## src/rtl/pcicfg_pkg.sv

```systemverilog
package pcicfg_pkg;
   localparam logic [15:0] PORT_ADDR = 16'h0CF8;
   localparam logic [15:0] PORT_BUS  = 16'h0CFA;
   localparam logic [15:0] PORT_MODE = 16'h0CFB;
   localparam logic [13:0] DATA_QUAD = 14'h033F;  // 0x0CFC..0x0CFF

   typedef struct packed {
      logic [7:0] bus;
      logic [4:0] dev;
      logic [2:0] func;
      logic [7:0] regi;
   } cfg_tgt_t;
endpackage

```

## src/rtl/pcicfg_regs.sv

```systemverilog
module pcicfg_regs
   import pcicfg_pkg::*;
#(
   parameter int IO_DW = 32
) (
   input  logic               clk,
   input  logic               rst_n,
   input  logic [15:0]        io_addr,
   input  logic               io_wr,
   input  logic [IO_DW/8-1:0] io_be,
   input  logic [IO_DW-1:0]   io_wdata,
   output logic               mode_ad,
   output logic [7:0]         mode_byte,
   output logic [3:0]         key,
   output logic [2:0]         func,
   output logic [7:0]         bus,
   output logic               win_open,
   output logic [IO_DW-1:0]   cf8
);
   localparam int NB = IO_DW / 8;

   logic wr_addr, wr_bus, wr_mode;

   assign wr_addr = io_wr && (io_addr == PORT_ADDR);
   assign wr_bus  = io_wr && (io_addr == PORT_BUS);
   assign wr_mode = io_wr && (io_addr == PORT_MODE);
   assign mode_ad = mode_byte[0];

   always_ff @(posedge clk or negedge rst_n) begin
      if (!rst_n) begin
         mode_byte <= '0;
      end else if (wr_mode) begin
         mode_byte <= io_wdata[7:0];
      end
   end

   always_ff @(posedge clk or negedge rst_n) begin
      if (!rst_n) begin
         key      <= '0;
         func     <= '0;
         bus      <= '0;
         win_open <= 1'b0;
      end else if (!mode_ad) begin
         if (wr_addr) begin
            key      <= io_wdata[7:4];
            func     <= io_wdata[3:1];
            win_open <= |io_wdata[7:4];
         end
         if (wr_bus) begin
            bus      <= io_wdata[7:0];
            win_open <= 1'b1;
         end
      end
   end

   for (genvar b = 0; b < NB; b++) begin : g_lane
      always_ff @(posedge clk or negedge rst_n) begin
         if (!rst_n) begin
            cf8[8*b +: 8] <= '0;
         end else if (mode_ad && wr_addr && io_be[b]) begin
            cf8[8*b +: 8] <= io_wdata[8*b +: 8];
         end
      end
   end
endmodule

```

## src/rtl/pcicfg_route.sv

```systemverilog
module pcicfg_route
   import pcicfg_pkg::*;
#(
   parameter int         IO_DW       = 32,
   parameter logic [3:0] WIN_PAGE    = 4'hC,
   parameter bit         EXPOSE_DEV0 = 1'b1
) (
   input  logic [15:0]      io_addr,
   input  logic             io_rd,
   input  logic             io_wr,
   input  logic [IO_DW-1:0] io_wdata,
   input  logic             mode_ad,
   input  logic [7:0]       mode_byte,
   input  logic [3:0]       key,
   input  logic [2:0]       func,
   input  logic [7:0]       bus,
   input  logic             win_open,
   input  logic [IO_DW-1:0] cf8,
   input  logic [7:0]       cfg_rdata,
   input  logic             cfg_present,
   output logic             cfg_req,
   output logic             cfg_we,
   output cfg_tgt_t         tgt,
   output logic [7:0]       cfg_wdata,
   output logic [IO_DW-1:0] io_rdata
);
   localparam logic [IO_DW-9:0] HI_ONES = '1;

   logic in_page, win_ok, win_hit, dat_hit, hit;
   logic [7:0] byte_rd;

   assign in_page = (io_addr[15:12] == WIN_PAGE);

   if (EXPOSE_DEV0) begin : g_dev0_open
      assign win_ok = win_open || (io_addr[11:8] == 4'h0);
   end else begin : g_dev0_keyed
      assign win_ok = win_open;
   end

   assign win_hit   = !mode_ad && in_page && win_ok;
   assign dat_hit   = mode_ad && cf8[31] && (io_addr[15:2] == DATA_QUAD);
   assign hit       = win_hit || dat_hit;
   assign cfg_req   = (io_rd || io_wr) && hit;
   assign cfg_we    = io_wr && hit;
   assign cfg_wdata = io_wdata[7:0];
   assign byte_rd   = cfg_present ? cfg_rdata : 8'hFF;

   always_comb begin
      if (mode_ad) begin
         tgt = '{bus: cf8[23:16], dev: cf8[15:11], func: cf8[10:8],
                 regi: {cf8[7:2], io_addr[1:0]}};
      end else begin
         tgt = '{bus: bus, dev: {1'b0, io_addr[11:8]}, func: func,
                 regi: io_addr[7:0]};
      end
   end

   always_comb begin
      io_rdata = '1;
      if (io_rd) begin
         if (hit) begin
            io_rdata = {HI_ONES, byte_rd};
         end else if (io_addr == PORT_ADDR) begin
            io_rdata = mode_ad ? cf8 : {HI_ONES, key, func, 1'b0};
         end else if (io_addr == PORT_BUS && !mode_ad) begin
            io_rdata = {HI_ONES, bus};
         end else if (io_addr == PORT_MODE) begin
            io_rdata = {HI_ONES, mode_byte};
         end
      end
   end
endmodule

```

## src/rtl/pcicfg_decoder.sv

```systemverilog
module pcicfg_decoder
   import pcicfg_pkg::*;
#(
   parameter int         IO_DW       = 32,
   parameter logic [3:0] WIN_PAGE    = 4'hC,
   parameter bit         EXPOSE_DEV0 = 1'b1
) (
   input  logic               clk,
   input  logic               rst_n,
   input  logic [15:0]        io_addr,
   input  logic               io_rd,
   input  logic               io_wr,
   input  logic [IO_DW/8-1:0] io_be,
   input  logic [IO_DW-1:0]   io_wdata,
   output logic [IO_DW-1:0]   io_rdata,
   output logic               cfg_req,
   output logic               cfg_we,
   output logic [7:0]         cfg_bus,
   output logic [4:0]         cfg_dev,
   output logic [2:0]         cfg_func,
   output logic [7:0]         cfg_reg,
   output logic [7:0]         cfg_wdata,
   input  logic [7:0]         cfg_rdata,
   input  logic               cfg_present
);
   if (IO_DW != 32) begin : g_bad_width
      $error("pcicfg_decoder: IO_DW must be 32 for the address register");
   end
   if (WIN_PAGE == 4'h0) begin : g_bad_page
      $error("pcicfg_decoder: WIN_PAGE 0 overlaps the control ports");
   end

   logic             mode_ad, win_open;
   logic [7:0]       mode_byte, bus;
   logic [3:0]       key;
   logic [2:0]       func;
   logic [IO_DW-1:0] cf8;
   cfg_tgt_t         tgt;

   pcicfg_regs #(.IO_DW(IO_DW)) u_regs (
      .clk(clk), .rst_n(rst_n), .io_addr(io_addr), .io_wr(io_wr),
      .io_be(io_be), .io_wdata(io_wdata), .mode_ad(mode_ad),
      .mode_byte(mode_byte), .key(key), .func(func), .bus(bus),
      .win_open(win_open), .cf8(cf8)
   );

   pcicfg_route #(.IO_DW(IO_DW), .WIN_PAGE(WIN_PAGE),
                  .EXPOSE_DEV0(EXPOSE_DEV0)) u_route (
      .io_addr(io_addr), .io_rd(io_rd), .io_wr(io_wr), .io_wdata(io_wdata),
      .mode_ad(mode_ad), .mode_byte(mode_byte), .key(key), .func(func),
      .bus(bus), .win_open(win_open), .cf8(cf8), .cfg_rdata(cfg_rdata),
      .cfg_present(cfg_present), .cfg_req(cfg_req), .cfg_we(cfg_we),
      .tgt(tgt), .cfg_wdata(cfg_wdata), .io_rdata(io_rdata)
   );

   assign cfg_bus  = tgt.bus;
   assign cfg_dev  = tgt.dev;
   assign cfg_func = tgt.func;
   assign cfg_reg  = tgt.regi;
endmodule

```

## config.mk

```make
export PLATFORM = sky130hd
export DESIGN_NAME = pcicfg_decoder
export DESIGN_NICKNAME = d
export VERILOG_FILES = /design/src/rtl/pcicfg_pkg.sv /design/src/rtl/pcicfg_regs.sv /design/src/rtl/pcicfg_route.sv /design/src/rtl/pcicfg_decoder.sv
export SDC_FILE = /design/constraint.sdc
export NUM_CORES = 1
export LEC_CHECK = 0
export BUFFER_PORTS_ARGS = -buffer_cell sky130_fd_sc_hd__buf_2
export CORE_UTILIZATION = 49
export CTS_CLUSTER_SIZE = 16
export DETAILED_ROUTE_END_ITERATION = 8
export GPL_TIMING_DRIVEN = 0
export HOLD_SLACK_MARGIN = 0.1
export PLACE_DENSITY = 0.85
export SLEW_MARGIN = 5
export SYNTH_ARGS = -nofsm -noshare
export SYNTH_HDL_FRONTEND = slang
export SYNTH_SLANG_ARGS = --single-unit
export TNS_END_PERCENT = 20
```

## constraint.sdc

```tcl
create_clock -name clk -period 3.25 [get_ports clk]
set_clock_uncertainty 0.1 [all_clocks]
set_input_delay 0.4875 -clock clk [delete_from_list [all_inputs] [get_ports clk]]
set_output_delay 0.4875 -clock clk [all_outputs]
set_load 0.05 [all_outputs]
```

==> results of run 1 <==
[flip-flops by register name (all words and copies together), names as in the netlist]
name and count:
u_regs.bus 8, u_regs.mode_byte 8, u_regs.cf8 32, u_regs.win_open 1, u_regs.func 3, u_regs.key 4
[area by class of cell]
class,count,area [µm²],share of cell area
multi-input cells,187,1670,0.411
flip-flops and latches,56,1400,0.345
repair buffers,128,643,0.158
plain buffers,19,124,0.0305
well taps,77,96.3,0.0237
clock buffers,6,72.6,0.0179
clock inverters,2,35.0,0.00862
inverters,6,22.5,0.00554
[kinds of logic after synthesis]
logic type	count (synthesis)	share of synthesized area
AOI/OAI and AO/OA	35	0.0687
muxes	84	0.303
DFF	56	0.440
and+or+nand+nor	68	0.143
buffers and inverters	25	0.0448
[worst max-delay path by stage]
| stage | to | from | cells past startpoint |
|---|---|---|---|
| 2_1_floorplan | io_rdata[0] | io_addr[14] | 4 |
| 3_3_place_gp | io_rdata[20] | io_addr[14] | 8 |
| 3_5_place_dp | io_rdata[20] | io_addr[14] | 8 |
| 4_1_cts | io_rdata[1] | io_addr[9] | 7 |
| 5_1_grt | io_rdata[29] | io_addr[14] | 8 |
| 6_report | io_rdata[20] | io_addr[14] | 8 |
[cells in the final DEF (no fill, tap or decap), drive strengths merged, types with 6 or more instances in the layout]
master	count
or2	25
o211ai	7
mux2i	8
buf	141
nand2	12
o21ai	14
clkbuf	12
inv	6
mux2	76
dfrtp	56
nor2	13
o22ai	7
[timing repair]
item,4_1_cts,5_1_grt
setup endpoints to repair,20,7
endpoints found under the hold margin,0,0
resized for setup,5,3
hold buffers,0,0
setup buffers,0,0
[metrics by stage]
step                total power [mW]  setup slack, ps
finish                          1.32              174
floorplan                      0.801             33.6
detailed placement             0.883             -144
global route                    1.37             84.9
global placement               0.880             3.10
CTS                             1.33             63.0
[per-layer routing]
metal,share of wire,vias to the layer above,track usage
met5,0,-,0
met4,0.019,0,0.114
met3,0.058,14,0.0396
met2,0.51,101,0.451
met1,0.41,1291,0.318
li1,-,1232,-
[power by group through the flow]
stage          registers (mW)  logic, mW  clock network, mW
2_1_floorplan           0.710     0.0911                  0
3_3_place_gp            0.710      0.170                  0
3_5_place_dp            0.710      0.173                  0
4_1_cts                 0.696      0.173              0.460
5_1_grt                 0.697      0.188              0.486
6_report                0.696      0.174              0.450
==> out/metrics.yaml, run 1 <==
track_usage: 0.259
antennaDiodeCount: 0
setup_tns_ps: 0
min_period_ps: 3080
reg2reg_from: "u_regs.mode_byte[0]"
avgViaCountPerCell: 5.48
vias: 2638
dp_hpwl_um: 6230
clkPwrFrac: 0.341
cp_data_arrival_time_ps: 2490
setup_viol: 0
p_sw_mw: 0.336
postRouteAntennaNets: 0
portBuffers: 128
netlist_top_cells_count: "mux2_2 (68), dfrtp_1 (56), or2_2 (24)"
ys.flop_type: "dfrtp_1"
p_leak_nw: 2.05
p_int_mw: 0.984
placementRows: 29
drc: 0
clk_latency_ps: 310
async_flop_share: 1.00
r2r_end: "u_regs.cf8[7]"
cts_sinks: 56
synth_area_um2: 3190
ios: 131
design.core.area_um2: 6310
power_density_nw_per_um2: 325
area_growth_pct: 27.6
yosysUniqueCellTypes: 38
finalHoldViolCount: 0
p_comb_frac: 0.132
final_util: 0.644
cpMostUsedCell: "buf_2"
h-tree-depth: 2
synthTopCellsByArea: "dfrtp_1 (44%), mux2_2 (24%), or2_2 (4.7%), mux2_4 (3.8%), mux2i_1 (2.5%)"
yosysMostFrequentCell: "mux2_2"
final_area_um2: 4070
path_buf_inv: 3
vdd_ir_drop_max_mv: 0.215
grt_pass1_wl_um: 12800
critical_path_class: "input pin to output port"
fillCellCount: 543
grt.overflow.total: 0
synth_area_per_cell_um2: 11.9
ctsLongestPathBuffers: 2
hold_class: "input pin to async pin"
rrSetupSlack_ps: 1320
drv_slew: 0
layout.cells.non_filler: 481
path_clk_slew_ps: 90
yosys.area.top_type: "dfrtp_1"
startpoint_type: "input pin"
start_util: 0.505
r2r_cells: 4
cp_slowest_stage_delay_ps: 590
root_buffer: "clkbuf_8"
cts_tree: "yes"
antenna_found_initial: 0
synthesis.instances: 268
die_w_um: 82.6
wire_per_inst_um: 16.9
cp-end-kind: "output port"
fmax_mhz: 325
cap_violations: 0
layout-drive-gt1-share: 0.661
path_cells: "buf_2, nand4bb_4, or4_4, nor3_4, nand2_2, clkbuf_4, or2_2, buf_2"
place_congestion: 0.869
wirelength_um: 8140
die_h_um: 82.6
swShare: 0.255
cts_buffers: 5
hold_slack_ps: 111
yosysSeqAreaShare: 0.440
fin_crit_sh: 0.946
dieArea_um2: 6830
synth_seq_cells: 56
critPathMaxFanout: 10
synth_fp_nets: 333
cp_top_family: "simple AND/OR/NAND/NOR gates"
placed_cell_area_um2: 3920
p_seq_frac: 0.527
grt_pass1_vias: 2604
rsz0062_at_grt: "false"
initialDrtViolationCount: 101
grt_max_degree: 57
relSlewSlack: 0.530
yosys.area.top_type_share: 0.440
layout.nets: 468
status: "completed"
firstDrtPassIters: 4
slowest_stage: "or4_4"
synth-edff-count: 0
critPathRequiredTime_ps: 2660
worst_pin_slew_ps: 705
ys_warn_count: 0
placed_cells: 473
Note: power is estimated with default switching activity, not from simulation.
==> run 2: changes to the inputs <==
RECOVER_POWER = 100   (was not set)
==> out/metrics.yaml, run 2 (synthesized netlist as in run 1, its figures left out) <==
avgViaCountPerCell: 5.44
cts_sinks: 56
hp-start: "io_wdata[13]"
final_util: 0.625
layout-drive-gt1-share: 0.557
power_density_nw_per_um2: 333
p_leak_nw: 1.95
swShare: 0.255
hold_class: "input pin to register"
placementRows: 29
ios: 131
track_usage: 0.259
layout.nets: 468
slowest_stage: "or4_4"
setup_viol: 0
largest_register_ffs: 32
die_h_um: 82.6
dieArea_um2: 6830
cap_violations: 0
use_met3: 0.0396
grt_use_met1: 0.318
cp_data_arrival_time_ps: 2540
wirelength_um: 8130
grt_max_degree: 57
path_cells: "buf_2, nand4bb_4, or4_4, nor3_4, nand2_2, clkbuf_2, or2_2, clkbuf_2"
placed_cell_area_um2: 3920
wire_per_inst_um: 16.9
hold_buffers: 0
whs_endpoint: "u_regs.cf8[13]"
cp-end-kind: "output port"
path_clk_slew_ps: 100
antennaDiodeCount: 0
postRouteAntennaNets: 0
cpMostUsedCell: "clkbuf_2"
drv_slew: 0
fmax_mhz: 319
initialDrtViolationCount: 127
drc: 0
cts_buffers: 5
r2r_end: "u_regs.cf8[7]"
vdd_ir_drop_max_mv: 0.214
p_seq_frac: 0.530
critPathRequiredTime_ps: 2660
area_growth_pct: 23.9
grt_pass1_wl_um: 12800
p_total_mw: 1.31
portBuffers: 128
p_sw_mw: 0.335
start_util: 0.505
critPathMaxFanout: 10
worst_pin_slew_ps: 1360
final_area_um2: 3950
cts_setup_buffers: 0
hold_slack_ps: 297
min_period_ps: 3130
finalHoldViolCount: 0
busiest_layer: "met2"
path_buf_inv: 3
clkPwrFrac: 0.343
cp_top_family: "simple AND/OR/NAND/NOR gates"
largest_register: "u_regs.cf8"
rsz0062_at_grt: "false"
ctsLongestPathBuffers: 2
antenna_found_initial: 0
critical_path_class: "input pin to output port"
die_w_um: 82.6
grt_pass1_vias: 2604
layout_commonest_cell: "mux2_2"
grt.overflow.total: 0
vias: 2617
fin_crit_sh: 0.963
startpoint_type: "input pin"
reg.largest.list: "u_regs.cf8 x32, u_regs.bus x8, u_regs.mode_byte x8"
place_congestion: 0.869
cts_tree: "yes"
h-tree-depth: 2
status: "completed"
cp_slowest_stage_delay_ps: 590
dp_hpwl_um: 6230
clk_latency_ps: 310
p_comb_frac: 0.127
r2r_cells: 4
p_int_mw: 0.980
hold_depth: 2
root_buffer: "clkbuf_8"
reg2reg_from: "u_regs.mode_byte[0]"
met2_usage: 0.451
rrSetupSlack_ps: 830
relSlewSlack: 0.0953
design.core.area_um2: 6310
firstDrtPassIters: 5
mostFrequentLayoutCells: "mux2_2 (68), buf_2 (67), dfrtp_1 (56), clkbuf_2 (38), clkbuf_1 (33)"
## run 2: final cells by class
| type | instances | area [µm²] |
|---|---|---|
| Buffer | 19 | 114 |
| Clock buffer | 6 | 72.6 |
| Clock inverter | 2 | 35.0 |
| Fill cell | 582 | 2370 |
| Inverter | 6 | 22.5 |
| Multi-Input combinational cell | 187 | 1600 |
| Sequential cell | 56 | 1400 |
| Tap cell | 77 | 96.3 |
| Timing Repair Buffer | 128 | 607 |
## run 2: how the worst max path moves through the flow
stage / from / endpoint / cells after the start
after global placement: io_addr[14] / io_rdata[20] / 8
after global routing: io_addr[14] / io_rdata[11] / 8
final: io_addr[14] / io_rdata[16] / 8
after floorplan: io_addr[14] / io_rdata[0] / 4
after detailed placement: io_addr[14] / io_rdata[20] / 8
after CTS: io_addr[9] / io_rdata[1] / 7
## run 2: through the flow
step,setup TNS [ps],setup slack (ps),instances
3_5_place_dp,-2040,-144,473
3_3_place_gp,0,3.10,473
5_1_grt,0,49.1,481
4_1_cts,0,63.0,481
6_report,0,119,481
2_1_floorplan,0,33.6,268
## run 2: power by group through the flow
stage                     clock network [mW]  logic, mW  registers, mW
after global routing                   0.486      0.182          0.697
after global placement                     0      0.170          0.710
after floorplan                            0     0.0911          0.710
final                                  0.451      0.167          0.696
after detailed placement                   0      0.173          0.710
after CTS                              0.460      0.173          0.696
## run 2: routing by layer
| layer | vias up | part of all wire |
|---|---|---|
| met3 | 14 | 0.053 |
| li1 | 1231 | - |
| met5 | - | 0 |
| met4 | 0 | 0.019 |
| met1 | 1276 | 0.42 |
| met2 | 96 | 0.51 |
## run 2: repair_timing
item                                    4_1_cts  5_1_grt
resized for setup                             5        3
pin swaps                                     0        0
endpoints found under the setup margin       20        7
==> run 3: changes to the inputs <==
--- a/config.mk
+++ b/config.mk
@@ -13,5 +13,4 @@
 export HOLD_SLACK_MARGIN = 0.1
 export PLACE_DENSITY = 0.85
-export RECOVER_POWER = 100
 export SLEW_MARGIN = 5
 export SYNTH_ARGS = -nofsm -noshare
--- a/constraint.sdc
+++ b/constraint.sdc
@@ -3,3 +3,3 @@
 set_input_delay 0.4875 -clock clk [delete_from_list [all_inputs] [get_ports clk]]
 set_output_delay 0.4875 -clock clk [all_outputs]
-set_load 0.05 [all_outputs]
+set_load 0.02 [all_outputs]
==> out/metrics.yaml, run 3 (synthesized netlist as in run 1, its figures left out) <==
cts_tree: "yes"
die_w_um: 82.6
reg.largest.list: "u_regs.cf8 x32, u_regs.bus x8, u_regs.mode_byte x8"
cpMostUsedCell: "buf_2"
relSlewSlack: 0.528
largest_register: "u_regs.cf8"
ff_latch_area_um2: 1400
dp_hpwl_um: 6330
vdd_ir_drop_max_mv: 0.198
grt_max_degree: 57
multi_input_area_um2: 1660
slowest_stage: "or4_2"
pre_cts_ws_ps: 0.00999
ios: 131
p_total_mw: 1.24
rsz0062_at_grt: "false"
drv_slew: 0
design.core.area_um2: 6310
startpoint_type: "input pin"
hold_slack_ps: 86.7
fillCellCount: 536
layout.nets: 468
r2r_cells: 4
finalHoldViolCount: 0
cts_setup_buffers: 0
grt_pass1_wl_um: 12900
largest_register_ffs: 32
cts_sinks: 56
start_util: 0.505
final_area_um2: 4030
layout_commonest_cell: "buf_2"
place_congestion: 0.862
cts_buffers: 5
drc: 0
mostFrequentLayoutCells: "buf_2 (128), mux2_2 (68), dfrtp_1 (56), or2_2 (24), o21ai_0 (14)"
startpoint: "io_addr[14]"
grt_pass1_vias: 2558
cp.depth: 8
area_growth_pct: 26.6
reg2reg_from: "u_regs.mode_byte[0]"
placed_cells: 473
status: "completed"
path_buf_inv: 3
track_usage: 0.260
clk_latency_ps: 320
final_util: 0.639
grt.overflow.total: 0
critical_path_class: "input pin to output port"
die_h_um: 82.6
initialDrtViolationCount: 125
min_period_ps: 3190
portBuffers: 128
placed_cell_area_um2: 3920
layout.cells.non_filler: 481
fmax_mhz: 314
root_buffer: "clkbuf_8"
critPathRequiredTime_ps: 2660
path_clk_slew_ps: 120
fin_crit_sh: 0.981
antenna_found_initial: 0
setup_tns_ps: 0
hold_class: "input pin to async pin"
ctsLongestPathBuffers: 2
wirelength_um: 8370
vias: 2577
cp_top_family: "simple AND/OR/NAND/NOR gates"
setup_ws_ps: 62.6
cap_violations: 0
dieArea_um2: 6830
wire_per_inst_um: 17.4
path_cells: "buf_2, nand4bb_4, or4_2, nor3_1, nand2_2, clkbuf_4, or2_2, buf_2"
p_leak_nw: 2.02
cts_resized: 1
worst_pin_slew_ps: 708
cp_data_arrival_time_ps: 2600
h-tree-depth: 2
postRouteAntennaNets: 0
setup_viol: 0
layout-drive-gt1-share: 0.658
cp-end-kind: "output port"
placementRows: 29
cp_slowest_stage_delay_ps: 710
hold_buffers: 0
firstDrtPassIters: 4
critPathMaxFanout: 10
power_density_nw_per_um2: 307
antennaDiodeCount: 0
avgViaCountPerCell: 5.36
[run 3: cell types whose count changed in the layout (fill, tap and decap cells not counted), moves of 2 or more]
cell	change
clkbuf_2	-37
nand2_1	-5
clkbuf_1	-30
buf_2	+61
nand2_2	+4
mux2_4	+6
buf_1	+2
mux2_1	-6
[run 3: worst paths after layout]
path,slack [ps],to
worst max register to register,1360,u_regs.cf8[4]
worst min register to register,410,u_regs.cf8[28]
worst min-delay path,90,u_regs.cf8[19]
worst max-delay path,60,io_rdata[17]
max in group asynchronous,2470,u_regs.bus[5]
min in group clk,280,u_regs.cf8[23]
[run 3: worst reg2reg max path, cell delays in order (launching register included)]
cell and delay (ps):
dfrtp_1 450, inv_1 140, nor4b_4 490, nand2_2 260
mux2_2 330
[run 3: final cells by class]
class                           count  area share
Clock inverter                      3     0.00527
Tap cell                           77      0.0239
Multi-Input combinational cell    187       0.411
Inverter                            6     0.00558
Clock buffer                        5      0.0171
Buffer                             19      0.0304
Sequential cell                    56       0.348
Timing Repair Buffer              128       0.159
[run 3: power breakdown]
group	internal [mW]	switching (mW)	total, mW
Combinational	0.0586	0.0836	0.142
Clock	0.154	0.246	0.400
Sequential	0.696	0.0000748	0.696
[run 3: metal layers]
| layer | up-vias | track usage | wire (µm) |
|---|---|---|---|
| li1 | 1225 | - | - |
| met1 | 1254 | 0.339 | 3590 |
| met2 | 90 | 0.449 | 4250 |
| met3 | 8 | 0.0396 | 449 |
| met4 | 0 | 0.0724 | 81 |
| met5 | - | 0 | 0 |
